## config.mk

```make
export PLATFORM = sky130hd
export DESIGN_NAME = tgt_bus_ctrl
export DESIGN_NICKNAME = d
export VERILOG_FILES = /design/src/rtl/tbc_pkg.sv /design/src/rtl/tbc_sync.sv /design/src/rtl/tbc_timer.sv /design/src/rtl/tbc_cmd_sel.sv /design/src/rtl/tgt_bus_ctrl.sv
export SDC_FILE = /design/constraint.sdc
export NUM_CORES = 1
export LEC_CHECK = 0
export CAP_MARGIN = 0
export CORE_UTILIZATION = 34
export CTS_CLUSTER_DIAMETER = 80
export DETAILED_ROUTE_END_ITERATION = 12
export PLACE_DENSITY_LB_ADDON = 0.05
export SLEW_MARGIN = 20
export SYNTH_ARGS = -nofsm -noshare
export SYNTH_HDL_FRONTEND = slang
export SYNTH_HIERARCHICAL = 1
export SYNTH_SLANG_ARGS = --single-unit
```

## constraint.sdc

```tcl
create_clock -name clk -period 4.8 [get_ports clk]
set_clock_uncertainty 0.15 [all_clocks]
set_input_delay 0.72 -clock clk [delete_from_list [all_inputs] [get_ports clk]]
set_output_delay 0.72 -clock clk [all_outputs]
set_load 0.05 [all_outputs]
```

## src/rtl/tbc_pkg.sv

```systemverilog
`timescale 1ns/1ps
package tbc_pkg;

  localparam int NCMD = 6;

  typedef enum logic [1:0] {
    ST_RESET     = 2'd0,
    ST_RESET_OWN = 2'd1,
    ST_RUN       = 2'd2,
    ST_RUN_OWN   = 2'd3
  } tgt_state_e;

  typedef enum logic [2:0] {
    PH_IDLE    = 3'd0,
    PH_ACKWAIT = 3'd1,
    PH_PULSE   = 3'd2,
    PH_HOLD    = 3'd3,
    PH_REACQ   = 3'd4
  } phase_e;

  // Index of pulse i in the selector maps to code i+1.
  typedef enum logic [2:0] {
    CMD_NONE    = 3'd0,
    CMD_RESET   = 3'd1,
    CMD_REQUEST = 3'd2,
    CMD_RELEASE = 3'd3,
    CMD_RUN     = 3'd4,
    CMD_RESTART = 3'd5,
    CMD_MCYCLE  = 3'd6
  } cmd_e;

  typedef struct packed {
    tgt_state_e code;
    tgt_state_e pend;
    phase_e     phase;
    logic       restore;
    logic       rst_n;
    logic       breq_n;
    logic       oe;
  } ctl_t;

endpackage

```

## src/rtl/tbc_sync.sv

```systemverilog
`timescale 1ns/1ps
module tbc_sync #(
  parameter int   STAGES    = 2,
  parameter logic RESET_VAL = 1'b1
) (
  input  logic clk,
  input  logic rst_n,
  input  logic d,
  output logic q
);

  logic [STAGES-1:0] pipe;

  generate
    if (STAGES == 1) begin : g_one
      always_ff @(posedge clk or negedge rst_n) begin
        if (!rst_n) pipe <= RESET_VAL;
        else        pipe <= d;
      end
    end else begin : g_many
      always_ff @(posedge clk or negedge rst_n) begin
        if (!rst_n) pipe <= {STAGES{RESET_VAL}};
        else        pipe <= {pipe[STAGES-2:0], d};
      end
    end
  endgenerate

  assign q = pipe[STAGES-1];

endmodule

```

## src/rtl/tbc_timer.sv

```systemverilog
`timescale 1ns/1ps
module tbc_timer #(
  parameter int W = 8
) (
  input  logic         clk,
  input  logic         rst_n,
  input  logic         load,
  input  logic [W-1:0] load_val,
  output logic         done
);

  logic [W-1:0] cnt;
  logic         cnt_en;

  assign cnt_en = load || (cnt != '0);

  always_ff @(posedge clk or negedge rst_n) begin
    if (!rst_n) begin
      cnt <= '0;
    end else if (cnt_en) begin
      if (load) cnt <= load_val;
      else      cnt <= cnt - 1'b1;
    end
  end

  assign done = (cnt == '0);

endmodule

```

## src/rtl/tbc_cmd_sel.sv

```systemverilog
`timescale 1ns/1ps
module tbc_cmd_sel
  import tbc_pkg::*;
(
  input  logic [NCMD-1:0] pulses,
  output cmd_e            sel
);

  // Bit 0 wins over bit 1, and so on.
  always_comb begin
    sel = CMD_NONE;
    for (int i = NCMD - 1; i >= 0; i--) begin
      if (pulses[i]) sel = cmd_e'(3'(i + 1));
    end
  end

endmodule

```

## src/rtl/tgt_bus_ctrl.sv

```systemverilog
`timescale 1ns/1ps
module tgt_bus_ctrl
  import tbc_pkg::*;
#(
  parameter int RST_PULSE_CYCLES = 1250,
  parameter int BREQ_HOLD_CYCLES = 2,
  parameter int SYNC_STAGES      = 2
) (
  input  logic       clk,
  input  logic       rst_n,
  input  logic       cmd_reset,
  input  logic       cmd_request,
  input  logic       cmd_release,
  input  logic       cmd_run,
  input  logic       cmd_restart,
  input  logic       cmd_mcycle,
  input  logic       busack_n,
  output logic       tgt_rst_n,
  output logic       busreq_n,
  output logic       mreq_n,
  output logic       rd_n,
  output logic       wr_n,
  output logic       ctl_oe,
  output logic       addr_oe,
  output logic [1:0] state_code,
  output logic       busy
);

  localparam int TMR_MAX = (RST_PULSE_CYCLES > BREQ_HOLD_CYCLES) ?
                           RST_PULSE_CYCLES : BREQ_HOLD_CYCLES;
  localparam int TW      = $clog2(TMR_MAX + 1);
  localparam logic [TW-1:0] PULSE_LOAD = TW'(RST_PULSE_CYCLES - 1);
  localparam logic [TW-1:0] HOLD_LOAD  = TW'(BREQ_HOLD_CYCLES - 1);

  logic          ack_s;
  cmd_e          cmd;
  ctl_t          cur, nxt;
  logic          tmr_load;
  logic [TW-1:0] tmr_val;
  logic          tmr_done;

  tbc_sync #(.STAGES(SYNC_STAGES), .RESET_VAL(1'b1)) u_sync (
    .clk   (clk),
    .rst_n (rst_n),
    .d     (busack_n),
    .q     (ack_s)
  );

  tbc_cmd_sel u_sel (
    .pulses ({cmd_mcycle, cmd_restart, cmd_run, cmd_release, cmd_request, cmd_reset}),
    .sel    (cmd)
  );

  tbc_timer #(.W(TW)) u_tmr (
    .clk      (clk),
    .rst_n    (rst_n),
    .load     (tmr_load),
    .load_val (tmr_val),
    .done     (tmr_done)
  );

  // Next-state logic
  always_comb begin
    nxt      = cur;
    tmr_load = 1'b0;
    tmr_val  = '0;
    if (cmd == CMD_RESET) begin
      nxt.code   = ST_RESET;
      nxt.phase  = PH_IDLE;
      nxt.rst_n  = 1'b0;
      nxt.breq_n = 1'b1;
      nxt.oe     = 1'b0;
    end else begin
      case (cur.phase)
        PH_IDLE: begin
          case (cmd)
            CMD_REQUEST: begin
              if (cur.code == ST_RESET) begin
                nxt.rst_n  = 1'b1;
                nxt.breq_n = 1'b0;
                nxt.pend   = ST_RESET_OWN;
                nxt.phase  = PH_ACKWAIT;
              end else if (cur.code == ST_RUN) begin
                nxt.breq_n = 1'b0;
                nxt.pend   = ST_RUN_OWN;
                nxt.phase  = PH_ACKWAIT;
              end
            end
            CMD_RELEASE: begin
              if (cur.code == ST_RESET_OWN) begin
                nxt.oe     = 1'b0;
                nxt.rst_n  = 1'b0;
                nxt.breq_n = 1'b1;
                nxt.code   = ST_RESET;
              end else if (cur.code == ST_RUN_OWN) begin
                nxt.oe     = 1'b0;
                nxt.breq_n = 1'b1;
                nxt.code   = ST_RUN;
              end
            end
            CMD_RUN: begin
              if (cur.code == ST_RESET) begin
                nxt.rst_n = 1'b1;
                nxt.code  = ST_RUN;
              end else if (cur.code == ST_RESET_OWN) begin
                nxt.oe      = 1'b0;
                nxt.rst_n   = 1'b0;
                nxt.restore = 1'b1;
                nxt.pend    = ST_RUN_OWN;
                nxt.phase   = PH_PULSE;
                tmr_load    = 1'b1;
                tmr_val     = PULSE_LOAD;
              end
            end
            CMD_RESTART: begin
              if (cur.code == ST_RUN || cur.code == ST_RUN_OWN) begin
                nxt.rst_n   = 1'b0;
                nxt.restore = cur.oe;
                nxt.pend    = cur.code;
                nxt.phase   = PH_PULSE;
                tmr_load    = 1'b1;
                tmr_val     = PULSE_LOAD;
              end
            end
            CMD_MCYCLE: begin
              if (cur.code == ST_RUN_OWN) begin
                nxt.oe     = 1'b0;
                nxt.breq_n = 1'b1;
                nxt.phase  = PH_HOLD;
                tmr_load   = 1'b1;
                tmr_val    = HOLD_LOAD;
              end
            end
            default: ;
          endcase
        end
        PH_ACKWAIT: begin
          if (!ack_s) begin
            nxt.oe    = 1'b1;
            nxt.code  = cur.pend;
            nxt.phase = PH_IDLE;
          end
        end
        PH_PULSE: begin
          if (tmr_done) begin
            nxt.rst_n = 1'b1;
            nxt.oe    = cur.restore;
            nxt.code  = cur.pend;
            nxt.phase = PH_IDLE;
          end
        end
        PH_HOLD: begin
          if (tmr_done) begin
            nxt.breq_n = 1'b0;
            nxt.phase  = PH_REACQ;
          end
        end
        PH_REACQ: begin
          if (!ack_s) begin
            nxt.oe    = 1'b1;
            nxt.phase = PH_IDLE;
          end
        end
        default: nxt.phase = PH_IDLE;
      endcase
    end
  end

  // State register
  always_ff @(posedge clk or negedge rst_n) begin
    if (!rst_n) begin
      cur <= '{code: ST_RESET, pend: ST_RESET, phase: PH_IDLE, restore: 1'b0,
               rst_n: 1'b0, breq_n: 1'b1, oe: 1'b0};
    end else begin
      cur <= nxt;
    end
  end

  assign tgt_rst_n  = cur.rst_n;
  assign busreq_n   = cur.breq_n;
  assign addr_oe    = cur.oe;
  assign ctl_oe     = cur.oe;
  assign mreq_n     = cur.oe;
  assign rd_n       = cur.oe;
  assign wr_n       = cur.oe;
  assign state_code = cur.code;
  assign busy       = (cur.phase != PH_IDLE);

  // Run-length counters used only by the checks below
  localparam int CW = $clog2(TMR_MAX + 2);
  localparam logic [CW-1:0] RUN_SAT = {CW{1'b1}};
  logic [CW-1:0] low_run, hi_run;

  always_ff @(posedge clk or negedge rst_n) begin
    if (!rst_n) begin
      low_run <= '0;
      hi_run  <= '0;
    end else begin
      if (tgt_rst_n)            low_run <= '0;
      else if (low_run != RUN_SAT) low_run <= low_run + 1'b1;
      if (!busreq_n)            hi_run <= '0;
      else if (hi_run != RUN_SAT)  hi_run <= hi_run + 1'b1;
    end
  end


  reset_cmd_chk: assert property (@(posedge clk) disable iff (!rst_n)
    cmd_reset |=> (state_code == 2'd0) && !tgt_rst_n && busreq_n && !addr_oe && !busy);


  own_needs_req_chk: assert property (@(posedge clk) disable iff (!rst_n)
    addr_oe |-> !busreq_n);


  ack_before_oe_chk: assert property (@(posedge clk) disable iff (!rst_n)
    $rose(addr_oe) |-> $past(!ack_s));


  rst_pulse_len_chk: assert property (@(posedge clk) disable iff (!rst_n)
    ($rose(tgt_rst_n) && $past(cur.phase == PH_PULSE)) |-> (low_run == CW'(RST_PULSE_CYCLES)));


  hold_len_chk: assert property (@(posedge clk) disable iff (!rst_n)
    ($fell(busreq_n) && $past(cur.phase == PH_HOLD)) |-> (hi_run == CW'(BREQ_HOLD_CYCLES)));


  idle_hold_chk: assert property (@(posedge clk) disable iff (!rst_n)
    (!busy && !cmd_reset && !cmd_request && !cmd_release && !cmd_run && !cmd_restart && !cmd_mcycle)
    |=> $stable(state_code));

endmodule

```

Word-level counts from Yosys, hierarchy flattened
Index checks and enable logic that the tools add are counted.
Storage, ports and cells
  word-level logic and storage cells: 130
  bits of input ports: 9
  bits in registers: 24
Cells by class
  add/subtract/negate cells: 1
  bitwise operators: 1
  muxes and demuxes: 62
  reductions and logical operators: 21
  equal/unequal tests: 36
Operator list (number)
  two-way mux 11 bit: 6
  two-way mux 3 bit: 12
  case mux 11 bit (3 select lines): 1
  inequality test 4 bit (second input constant): 7
  case mux 3 bit (4 select lines): 2
  AND reduction 6 bit: 3
  two-way mux 1 bit: 17
  two-way mux 2 bit: 8
  inequality test 3 bit (second input constant): 5
  inequality test 5 bit (second input constant): 3
  two-way mux 7 bit: 2
  AND reduction 7 bit: 2
  == test 3 x 2 -> 1 bit (second input constant): 4
  == test 3 bit (second input constant): 4
  inequality test 6 x 2 -> 1 bit (second input constant): 2
  case mux 1 bit (3 select lines): 4
  case mux 2 bit (3 select lines): 2
  nonzero test 3 bit: 4
  logical NOT 11 bit: 1
  nonzero test 11 bit: 1
  subtractor 11 x 1 -> 11 bit (second input constant): 1
  two-way mux 5 bit: 2
  inequality test 5 x 2 -> 1 bit (second input constant): 2
  AND reduction 9 bit: 1
  other kinds (17): 25

Longest topological paths before layout
Gate-level depths: netlist (run 1).
  word-level depth: 11
  depth in mapped cells: 12
  gate-level depth less buffers: 9

Hierarchy
Netlist (run 1), hierarchy kept.
By module, submodules not included
  tgt_bus_ctrl: sequential area each 276.5 um^2, instances 1, area each 1176.1 um^2, cells an instance 139
  tbc_timer: sequential area each 275.3 um^2, instances 1, area each 674.4 um^2, cells an instance 68
  tbc_sync: sequential area each 52.6 um^2, instances 1, area each 52.6 um^2, cells an instance 2
  tbc_cmd_sel: sequential area each 0.0 um^2, instances 1, area each 48.8 um^2, cells an instance 8

Worst setup path after synthesis (run 1)
No wires, ideal clock.
  path kind: input port to flip-flop
  from: input cmd_run
  to: register u_tmr.cnt[7]
  setup slack: 1807 ps
  stages on the path: 11
  path buffers: 3
  data arrival time: 2704 ps
  cell sequence: or3b_1 a21oi_1 buf_6 xnor2_1 nand3_1 o31ai_1 nand3_1 inv_1 buf_2 buf_1 o21ai_0
On the way
  cells in the longest elaborated chain, start to end: 9
Ends and longest elaborated chain
  from (decl): RTL line tgt_bus_ctrl.sv:14  | input logic cmd_run,
  two-way mux 3 bit (*) (4 in a row): RTL line tbc_cmd_sel.sv:13  | if (pulses[i]) sel = cmd_e'(3'(i + 1));
  via cmd[1]: RTL line tgt_bus_ctrl.sv:36  | cmd_e cmd;
  == test 3 bit: RTL line tgt_bus_ctrl.sv:76  | case (cmd)
  case mux 1 bit (3 select lines): RTL line tgt_bus_ctrl.sv:76
  two-way mux 1 bit: RTL line tgt_bus_ctrl.sv:74  | case (cur.phase)
  two-way mux 1 bit (*): RTL line tgt_bus_ctrl.sv:67  | if (cmd == CMD_RESET) begin
  via tmr_load: RTL line tgt_bus_ctrl.sv:38  | logic tmr_load;
  two-way mux 11 bit / logical OR 1 bit (equally long branches): RTL line tbc_timer.sv:21, tbc_timer.sv:15
  to (signal assigned): RTL line tbc_timer.sv:21  | if (load) cnt <= load_val;
  to (signal assigned): RTL line tbc_timer.sv:22  | else cnt <= cnt - 1'b1;
  to (decl): RTL line tbc_timer.sv:12  | logic [W-1:0] cnt;
Mark *: on every way through the listed nets, which the timed path passes. The rest lies on a longest branch.
A chain may end at the register's enable or synchronous reset.

Worst setup path in the final report (run 1)
  from: input cmd_request
  to: register u_tmr.cnt[8]
On the way
  cells in the longest elaborated chain, start to end: 7
Ends and longest elaborated chain
  from (decl): RTL line tgt_bus_ctrl.sv:12  | input logic cmd_request,
  two-way mux 3 bit (*) (2 in a row): RTL line tbc_cmd_sel.sv:13
  via cmd[0]: RTL line tgt_bus_ctrl.sv:36
  == test 3 bit: RTL line tgt_bus_ctrl.sv:76
  case mux 1 bit (3 select lines): RTL line tgt_bus_ctrl.sv:76
  two-way mux 1 bit: RTL line tgt_bus_ctrl.sv:74
  two-way mux 1 bit (*): RTL line tgt_bus_ctrl.sv:67
  via tmr_load: RTL line tgt_bus_ctrl.sv:38
  two-way mux 11 bit / logical OR 1 bit (equally long branches): RTL line tbc_timer.sv:21, tbc_timer.sv:15
Marks and branches as above.

==> results by group, run 1 <==
Synthesis
  – Top FF cell, synth: dfrtp_1
  – Mapped Cells: 217
  – Area leader, netlist: dfrtp_1
  – EDFF count, synth: 0
  – Synth cell types: 69
  – Seq/Total Area, Yosys: 31.0%
  – Top-count cell post-synth: nand2_1
  – Top cells by area, synth: dfrtp_1 27%, nand2_1 4.8%, dfstp_2 4.0%
  – Netlist Area Pre-Place: 1950 µm²
  – Post-synth top cells: 25 x nand2_1, 21 x dfrtp_1, 17 x nor2_1, 12 x a21oi_1
  – Yosys reg bits: 24
  – Top cell type's share of synthesized area: 26.9%
  – Yosys Warn Count: 6
  – Mean post-synth cell area: 8.99 µm²
  – Async SR Flop Fraction: 100%

Setup path
  – Critical Path RT: 4.80 ns
  – Max stage delay on crit path: 0.51 ns
  – WS Path Type: input port to flop
  – Critical Path End Type: flop
  – Crit-path leading delay family: buffers and inverters
  – Slowest CP cell: inv_1
  – CP max FO: 22
  – Crit path launch type: input port
  – Crit path DAT: 3.56 ns
  – Crit path cell chain: clkdlybuf4s50_1 > nor3b_1 > a211o_1 > inv_1 > o31ai_1 > nand3_1 > inv_1 > nor2b_1 > a221o_1
  – CP dominant cell by count: inv_1
  – CP bufs+invs: 3

Placed design
  – Placed Instances: 297
  – GPL Wtd Cong: 0.888
  – Port Buffers: 18
  – HPWL Detailed: 3460 µm
  – Placed cell areas: 2110 µm²

Final layout
  – Register area: 604 µm²
  – Design area: 2170 µm²
  – Multi-input logic area: 1180 µm²
  – Fraction of layout cells with a size suffix above 1: 16.2%
  – N_diodes: 0
  – Filler Cell Count: 565
  – Final cell count without fillers: 301
  – Nets: 240
  – Area Overhead vs Synth: 11.2%

Clock network
  – CTS root buffer: clkbuf_8
  – CTS Hold Bufs: 0
  – Clock transition at the registers of the reported paths: 0.08 ns
  – Clock Latency Late Sink: 0.27 ns
  – Clk sinks: 24
  – # Post-CTS Setup Buffers: 0
  – Maximum clock path buffer count: 2
  – H-tree levels: 1
  – Post-CTS sizing: 0
  – Number of CTS-inserted buffers: 3
  – CTS tree: yes

Power and ir drop
  – Pwr/cell area: 455 nW/µm²
  – IR drop worst, VDD: 0.245 mV
  – Lkg Pwr: 0.834 nW

Detailed routing
  – Post-route ant nets: 0
  – Final wirelength: 4700 µm
  – First-pass DRT Iterations: 4
  – Via-to-Cell Ratio: 5.38
  – Vias: 1620
  – DRC errors left: 0
  – DRT iter0 DRCs: 155
  – DR WL/cell: 15.6 µm

Floorplanning
  – Std-Cell Core Area: 5510 µm²
  – Die area: 6050 µm²
  – Initial core utilization: 35.4%
  – Row cnt: 27
  – I/O pins: 19
  – DIE HEIGHT: 77.8 µm
  – Die X-Extent: 77.8 µm

STA
  – Final Hold Viols: 0
  – RSZ-0062 raised after global routing: no
  – Fin Setup TNS: 0 ns
  – Rel. slew slack: 57.5%
  – Final period util: 74.1%
  – Fin crit period: 3.56 ns
  – Pins Over Slew Limit: 0
  – Final Setup Violations: 0
  – Fmax: 281 MHz
  – Worst-margin pin slew: 0.637 ns
  – Hold WS: 0.209 ns

Outcome
  – Status: completed

GRT
  – Total gr overflow: 0
  – Largest net degree at the start of global routing: 25
  – Global-route wire length before repair: 7940 µm
  – GRT Util Overall: 16.7%
  – Initial antenna violation count: 0
  – Vias in the first global route: 1629

Flow run
  – Total of max-cap violations: 0

Worst hold path
  – Worst min path class: flop to flop
metrics by stage:
step           utilization [%]  total power [mW]  setup slack (ns)
4_1_cts                   39.4              1.00              1.23
5_1_grt                   39.4              1.06             0.967
2_1_floorplan                -             0.754              1.81
3_3_place_gp              38.4             0.846              1.11
3_5_place_dp              38.4             0.855             0.941
6_report                  39.4             0.987              1.24
layout make-up:
type,count,share of cell area (%)
multi-input combinational,170,54.4
sequential,24,27.9
timing repair buffer,21,9.34
tap,72,4.15
clock buffer,4,2.54
inverter,10,1.73
sequential cells by signal, summed over array words and instances (netlist names):
name / cells
tgt_rst_n: 1
cur: 6
u_sync/pipe: 2
addr_oe: 1
u_tmr/cnt: 11
state_code: 2
busreq_n: 1
layer usage:
layer,wire [µm],global-route usage (%),vias to the layer above
li1,-,-,804
met1,2100,20.1,758
met2,2300,29.2,46
met3,170,2.12,12
met4,137,7.92,0
met5,0,0,-
placed cells by master, fill, tap and decap left out, drive strengths merged, types with 2 or more instances in the layout:
master / n
dfrtp: 21
o311ai: 3
clkbuf: 4
a21boi: 2
nor2b: 5
nor3b: 4
o22ai: 3
xnor2: 6
or2b: 3
a311oi: 2
nand4: 2
nand3: 4
a21oi: 12
nor3: 6
a2bb2oi: 2
nor2: 19
and2b: 2
o31ai: 3
conb: 6
or3b: 2
nand2b: 2
nand2: 25
dfstp: 3
nand3b: 2
o211ai: 2
a32o: 2
a31oi: 4
xor2: 2
buf: 3
mux2: 7
o21ai: 13
nor4: 7
inv: 10
o21a: 3
a22o: 2
clkdlybuf4s50: 18
power breakdown:
part	internal (mW)	leakage, nW	switching [mW]
clock network	0.0733	0.0288	0.0659
registers	0.273	0.288	0.108
logic	0.213	0.517	0.254
cell families after synthesis:
group,synth area share (%)
buffers and inverters,9.87
multiplexers,4.94
AO/OA/AOI/OAI,23.3
other,0.192
adder cells (fa/ha/maj),0.641
AND/OR/NAND/NOR,26.5
flip-flops,31.0
XOR/XNOR,3.59
worst paths after layout:
check	slack, ns	start	depth (start not counted)	to
max	1.24	cmd_request	9	u_tmr/cnt[8]
min	0.21	u_sync/pipe[0]	0	u_sync/pipe[1]
max reg2reg	2.03	u_tmr/cnt[0]	8	addr_oe
min reg2reg	0.21	u_sync/pipe[0]	0	u_sync/pipe[1]
max in group asynchronous	3.54	rst_n	2	busreq_n
min in group asynchronous	0.66	rst_n	2	cur[3]
Note: power is estimated with default switching activity, not from simulation.
==> inputs of run 2 (changes only) <==
Clock period 4.8 ns to 3.73 ns, I/O delays scaled along.
==> results by group, run 2 (synthesized netlist as in run 1, its figures left out) <==
STA
  – Final Hold Viols: 0 (unchanged)
  – Final worst slack: 0.753 ns (was 1.24 ns)
  – Fmax: 336 MHz
  – Worst-margin pin slew: 0.581 ns (was 0.637 ns)
  – RSZ-0062 raised after global routing: no (unchanged)
  – Fin crit period: 2.98 ns
  – Rel. slew slack: 61.0% (was 57.5%)
  – Final period util: 79.8%
  – Hold WS: 0.210 ns (was 0.209 ns)
  – Pins Over Slew Limit: 0 (unchanged)
  – Final Setup Violations: 0 (unchanged)
  – Fin Setup TNS: 0 ns (unchanged)

Setup path
  – Crit path launch type: input port (unchanged)
  – Critical Path End Type: flop (unchanged)
  – CP max FO: 10 (was 22)
  – WS Path Type: input port to flop (unchanged)
  – Crit path DAT: 2.99 ns (was 3.56 ns)
  – Critical Path RT: 3.75 ns (was 4.80 ns)

Outcome
  – Status: completed (unchanged)

GRT
  – Largest net degree at the start of global routing: 25 (unchanged)
  – Vias in the first global route: 1683 (was 1629)
  – GRT met3 Usage: 2.24% (was 2.12%)
  – GRT Util Overall: 17.1% (was 16.7%)
  – Global-route wire length before repair: 8220 µm (was 7940 µm)
  – Total gr overflow: 0 (unchanged)
  – Grt peak-use layer: met2 (unchanged)
  – Initial antenna violation count: 0 (unchanged)
  – Met1 Usage GRT: 19.7% (was 20.1%)
  – Met2 GRT Util: 31.7% (was 29.2%)

Detailed routing
  – First-pass DRT Iterations: 4 (unchanged)
  – Post-route ant nets: 0 (unchanged)
  – DR WL/cell: 15.7 µm (was 15.6 µm)
  – Via-to-Cell Ratio: 5.51 (was 5.38)
  – Vias: 1686 (was 1620)
  – Final wirelength: 4790 µm (was 4700 µm)
  – DRT iter0 DRCs: 130 (was 155)
  – DRC errors left: 0 (unchanged)

Floorplanning
  – Die X-Extent: 77.8 µm (unchanged)
  – Std-Cell Core Area: 5510 µm² (unchanged)
  – I/O pins: 19 (unchanged)
  – Row cnt: 27 (unchanged)
  – Die area: 6050 µm² (unchanged)
  – Initial core utilization: 35.4% (unchanged)
  – DIE HEIGHT: 77.8 µm (unchanged)

Clock network
  – Maximum clock path buffer count: 2 (unchanged)
  – H-tree levels: 1 (unchanged)
  – Clock transition at the registers of the reported paths: 0.09 ns (was 0.08 ns)
  – CTS tree: yes (unchanged)
  – CTS root buffer: clkbuf_8 (unchanged)
  – Clk sinks: 24 (unchanged)
  – Number of CTS-inserted buffers: 3 (unchanged)
  – CTS Hold Bufs: 0 (unchanged)
  – Clock Latency Late Sink: 0.27 ns (about the same)
  – # Post-CTS Setup Buffers: 0 (unchanged)
  – Post-CTS sizing: 0 (unchanged)

Placed design
  – Placed Instances: 302 (was 297)
  – GPL Wtd Cong: 0.854 (was 0.888)
  – Place WS: 0.478 ns (was 0.941 ns)
  – HPWL Detailed: 3510 µm (was 3460 µm)
  – Port Buffers: 18 (unchanged)

Final layout
  – Max reg flops: 11 (unchanged)
  – Fraction of layout cells with a size suffix above 1: 17.5% (was 16.2%)
  – Leading cell type in the layout, fill and taps excluded: nand2_1 (unchanged)
  – Regs by FF count: u_tmr/cnt x11, cur x6 (unchanged)
  – Most frequent cells in the layout: 25 x nand2_1, 21 x dfrtp_1, 18 x clkdlybuf4s50_1, 17 x nor2_1, 12 x a21oi_1 (unchanged)
  – N_diodes: 0 (unchanged)
  – Nets: 245 (was 240)
  – Final cell count without fillers: 306 (was 301)
  – Area Overhead vs Synth: 12.6% (was 11.2%)
  – Most flop-heavy register: u_tmr/cnt (unchanged)
  – Core Util, Final: 39.9% (was 39.4%)

Worst hold path
  – Worst min path class: flop to flop (unchanged)

Flow run
  – Total of max-cap violations: 0 (unchanged)

Power and ir drop
  – Pwr/cell area: 573 nW/µm² (was 455 nW/µm²)
  – Lkg Pwr: 0.852 nW (was 0.834 nW)
  – IR drop worst, VDD: 0.281 mV (was 0.245 mV)
run 2: cell types whose count changed in the layout (fill, tap and decap cells not counted):
cell and change:
clkbuf_8 -1, buf_4 +5, clkbuf_1 +1
run 2: layer usage:
| layer | share of wire [%] | vias up |
|---|---|---|
| met4 | 1.9 | 0 |
| met1 | 44 | 827 |
| li1 | - | 810 |
| met5 | 0 | - |
| met2 | 51 | 43 |
| met3 | 3.2 | 6 |
run 2: worst max-delay path, stage by stage:
cell and delay (ns):
clkdlybuf4s50_1 0.48, or3b_1 0.35, a21oi_1 0.39, xnor2_1 0.18, nand3_1 0.09, o31ai_1 0.10, nand3_1 0.17, inv_1 0.28
nor2b_1 0.08, a221o_1 0.32
run 2: layout make-up:
class / count / area, µm²
tap: 72 / 90.1
sequential: 24 / 604
clock buffer: 4 / 45.0
inverter: 10 / 37.5
multi-input combinational: 170 / 1180
fill: 543 / 3310
timing repair buffer: 26 / 240
run 2: path summary, 6_finish.rpt:
check	to	cells past startpoint	slack, ns	start
worst max register to register	addr_oe	8	0.91	u_tmr/cnt[0]
min in group asynchronous	tgt_rst_n	2	0.49	rst_n
worst min register to register	u_sync/pipe[1]	0	0.21	u_sync/pipe[0]
max in group asynchronous	u_sync/pipe[0]	2	2.63	rst_n
worst max-delay path	u_tmr/cnt[8]	10	0.75	cmd_mcycle
worst min-delay path	u_sync/pipe[1]	0	0.21	u_sync/pipe[0]
run 2: metrics by stage:
stage	power (mW)	cell area, µm²
6_report	1.26	2200
5_1_grt	1.35	2200
4_1_cts	1.27	2200
3_5_place_dp	1.10	2150
3_3_place_gp	1.09	2150
2_1_floorplan	0.970	1970
run 2: report_power, final:
group          internal (mW)  total, mW  switching (mW)
clock network         0.0764      0.162          0.0859
logic                  0.277      0.606           0.328
registers              0.351      0.492           0.141
total                  0.705       1.26           0.555
==> inputs of run 3 (changes only) <==
Clock period 3.73 ns to 2.8 ns, I/O delays scaled along.
==> results by group, run 3 (synthesized netlist as in run 1, its figures left out) <==
Power and ir drop
  – Final Power: 1.82 mW (was 1.26 mW)
  – Pwr/cell area: 748 nW/µm² (was 573 nW/µm²)
  – Lkg Pwr: 1.00 nW (was 0.852 nW)
  – IR drop worst, VDD: 0.373 mV (was 0.281 mV)

Final layout
  – Register area: 604 µm² (unchanged)
  – Most flop-heavy register: u_tmr/cnt (unchanged)
  – Multi-input logic area: 1180 µm² (unchanged)
  – N_diodes: 0 (unchanged)
  – Leading cell type in the layout, fill and taps excluded: buf_4 (was nand2_1)
  – Area Overhead vs Synth: 24.9% (was 12.6%)
  – Design area: 2440 µm² (was 2200 µm²)
  – Fraction of layout cells with a size suffix above 1: 26.4% (was 17.5%)
  – Max reg flops: 11 (unchanged)
  – Nets: 272 (was 245)
  – Most frequent cells in the layout: 34 x buf_4, 25 x nand2_1, 21 x dfrtp_1, 18 x clkdlybuf4s50_1, 17 x nor2_1 (was 25 x nand2_1, 21 x dfrtp_1, 18 x clkdlybuf4s50_1, 17 x nor2_1, 12 x a21oi_1)
  – Regs by FF count: u_tmr/cnt x11, cur x6 (unchanged)
  – Filler Cell Count: 549 (was 543)

Detailed routing
  – Post-route ant nets: 0 (unchanged)
  – First-pass DRT Iterations: 4 (unchanged)
  – DRT iter0 DRCs: 97 (was 130)
  – DRC errors left: 0 (unchanged)
  – Vias: 1777 (was 1686)
  – Via-to-Cell Ratio: 5.34 (was 5.51)
  – Final wirelength: 5050 µm (was 4790 µm)
  – DR WL/cell: 15.2 µm (was 15.7 µm)

Clock network
  – Clock Latency Late Sink: 0.27 ns (about the same)
  – CTS Hold Bufs: 0 (unchanged)
  – Number of CTS-inserted buffers: 3 (unchanged)
  – Clk sinks: 24 (unchanged)
  – H-tree levels: 1 (unchanged)
  – CTS tree: yes (unchanged)
  – # Post-CTS Setup Buffers: 0 (unchanged)
  – Maximum clock path buffer count: 2 (unchanged)
  – CTS root buffer: clkbuf_8 (unchanged)
  – Clock transition at the registers of the reported paths: 0.09 ns (about the same)
  – Post-CTS sizing: 0 (unchanged)

Setup path
  – CP dominant cell by count: nand3_1 (unchanged)
  – Reg2reg path depth: 6 (was 8)
  – Slowest CP cell: clkdlybuf4s50_1 (unchanged)
  – Crit path cell chain: clkdlybuf4s50_1 > or3b_1 > a21oi_1 > buf_4 > xnor2_1 > nand3_1 > o31ai_1 > nand3_1 > inv_1 > nor2b_1 > a221o_1 (was clkdlybuf4s50_1 > or3b_1 > a21oi_1 > xnor2_1 > nand3_1 > o31ai_1 > nand3_1 > inv_1 > nor2b_1 > a221o_1)
  – Crit path launch type: input port (unchanged)
  – CP startpoint: cmd_mcycle (unchanged)
  – Crit path DAT: 2.62 ns (was 2.99 ns)
  – Max stage delay on crit path: 0.47 ns (was 0.48 ns)
  – Reg2reg start: u_tmr/cnt[7] (was u_tmr/cnt[0])
  – Critical Path End Type: flop (unchanged)
  – CP max FO: 8 (was 10)
  – Critical Path RT: 2.81 ns (was 3.75 ns)
  – WS Path Type: input port to flop (unchanged)

GRT
  – Global-route wire length before repair: 8610 µm (was 8220 µm)
  – Initial antenna violation count: 0 (unchanged)
  – GRT Util Overall: 18.1% (was 17.1%)
  – Largest net degree at the start of global routing: 25 (unchanged)
  – Vias in the first global route: 1799 (was 1683)
  – Total gr overflow: 0 (unchanged)

Placed design
  – GPL Wtd Cong: 0.854 (about the same)
  – Port Buffers: 18 (unchanged)
  – Placed cell areas: 2370 µm² (was 2150 µm²)
  – HPWL Detailed: 3820 µm (was 3510 µm)

Floorplanning
  – I/O pins: 19 (unchanged)
  – Row cnt: 27 (unchanged)
  – DIE HEIGHT: 77.8 µm (unchanged)
  – Initial core utilization: 35.4% (unchanged)
  – Std-Cell Core Area: 5510 µm² (unchanged)
  – Die X-Extent: 77.8 µm (unchanged)
  – Die area: 6050 µm² (unchanged)

STA
  – Fmax: 383 MHz
  – Final period util: 93.2%
  – Final Hold Viols: 0 (unchanged)
  – Worst-margin pin slew: 0.558 ns (was 0.581 ns)
  – Rel. slew slack: 62.5% (was 61.0%)
  – RSZ-0062 raised after global routing: no (unchanged)
  – Pins Over Slew Limit: 0 (unchanged)
  – Fin crit period: 2.61 ns
  – Final Setup Violations: 0 (unchanged)

Flow run
  – Total of max-cap violations: 0 (unchanged)

Outcome
  – Status: completed (unchanged)

Worst hold path
  – Min-delay src: u_sync/pipe[0] (unchanged)
  – Hold path depth: 0 (unchanged)
  – Worst min path class: flop to flop (unchanged)
run 3: final cells by class:
| type | count | share of cell area [%] |
|---|---|---|
| multi-input combinational | 170 | 48.4 |
| sequential | 24 | 24.8 |
| timing repair buffer | 53 | 18.7 |
| tap | 72 | 3.69 |
| clock buffer | 3 | 1.69 |
| inverter | 10 | 1.54 |
| clock inverter | 1 | 1.23 |
run 3: worst max-delay path, delay by kind of cell:
| family | cells | cell delay [ns] |
|---|---|---|
| xor gates and xnor gates | 1 | 0.12 |
| buffers and inverters | 3 | 0.85 |
| AOI/OAI and AO/OA | 3 | 0.59 |
| and+or+nand+nor | 4 | 0.64 |
run 3: final timing paths:
| check | end | slack, ns |
|---|---|---|
| max | u_tmr/cnt[8] | 0.19 |
| min | u_sync/pipe[1] | 0.21 |
| max reg2reg | addr_oe | 0.51 |
| min reg2reg | u_sync/pipe[1] | 0.21 |
| max in group asynchronous | u_sync/pipe[0] | 1.84 |
| min in group asynchronous | tgt_rst_n | 0.35 |
run 3: power breakdown:
part | internal (mW) | switching (mW) | total [mW] | leakage [nW]
Clock | 0.191 | 0.122 | 0.313 | 0.0357
Sequential | 0.467 | 0.185 | 0.652 | 0.288
Combinational | 0.410 | 0.449 | 0.859 | 0.677
Total | 1.07 | 0.755 | 1.82 | 1.00
run 3: metrics by stage:
stage	hold slack (ns)	setup slack, ns	instances	setup TNS, ns	util [%]
3_3_place_gp	0.196	-0.0550	329	-0.230	43.0
4_1_cts	0.214	0.186	333	0	44.3
3_5_place_dp	0.200	-0.0832	329	-0.427	43.0
5_1_grt	0.219	0.0308	333	0	44.3
2_1_floorplan	-0.0256	0.107	222	0	-
6_report	0.211	0.190	333	0	44.3
run 3: per-layer routing:
layer	GRT usage [%]	wire length, µm	part of all wire [%]
met3	2.00	187	3.7
met1	21.4	2170	43
met4	6.04	78	1.5
met5	0	0	0
met2	33.7	2620	52
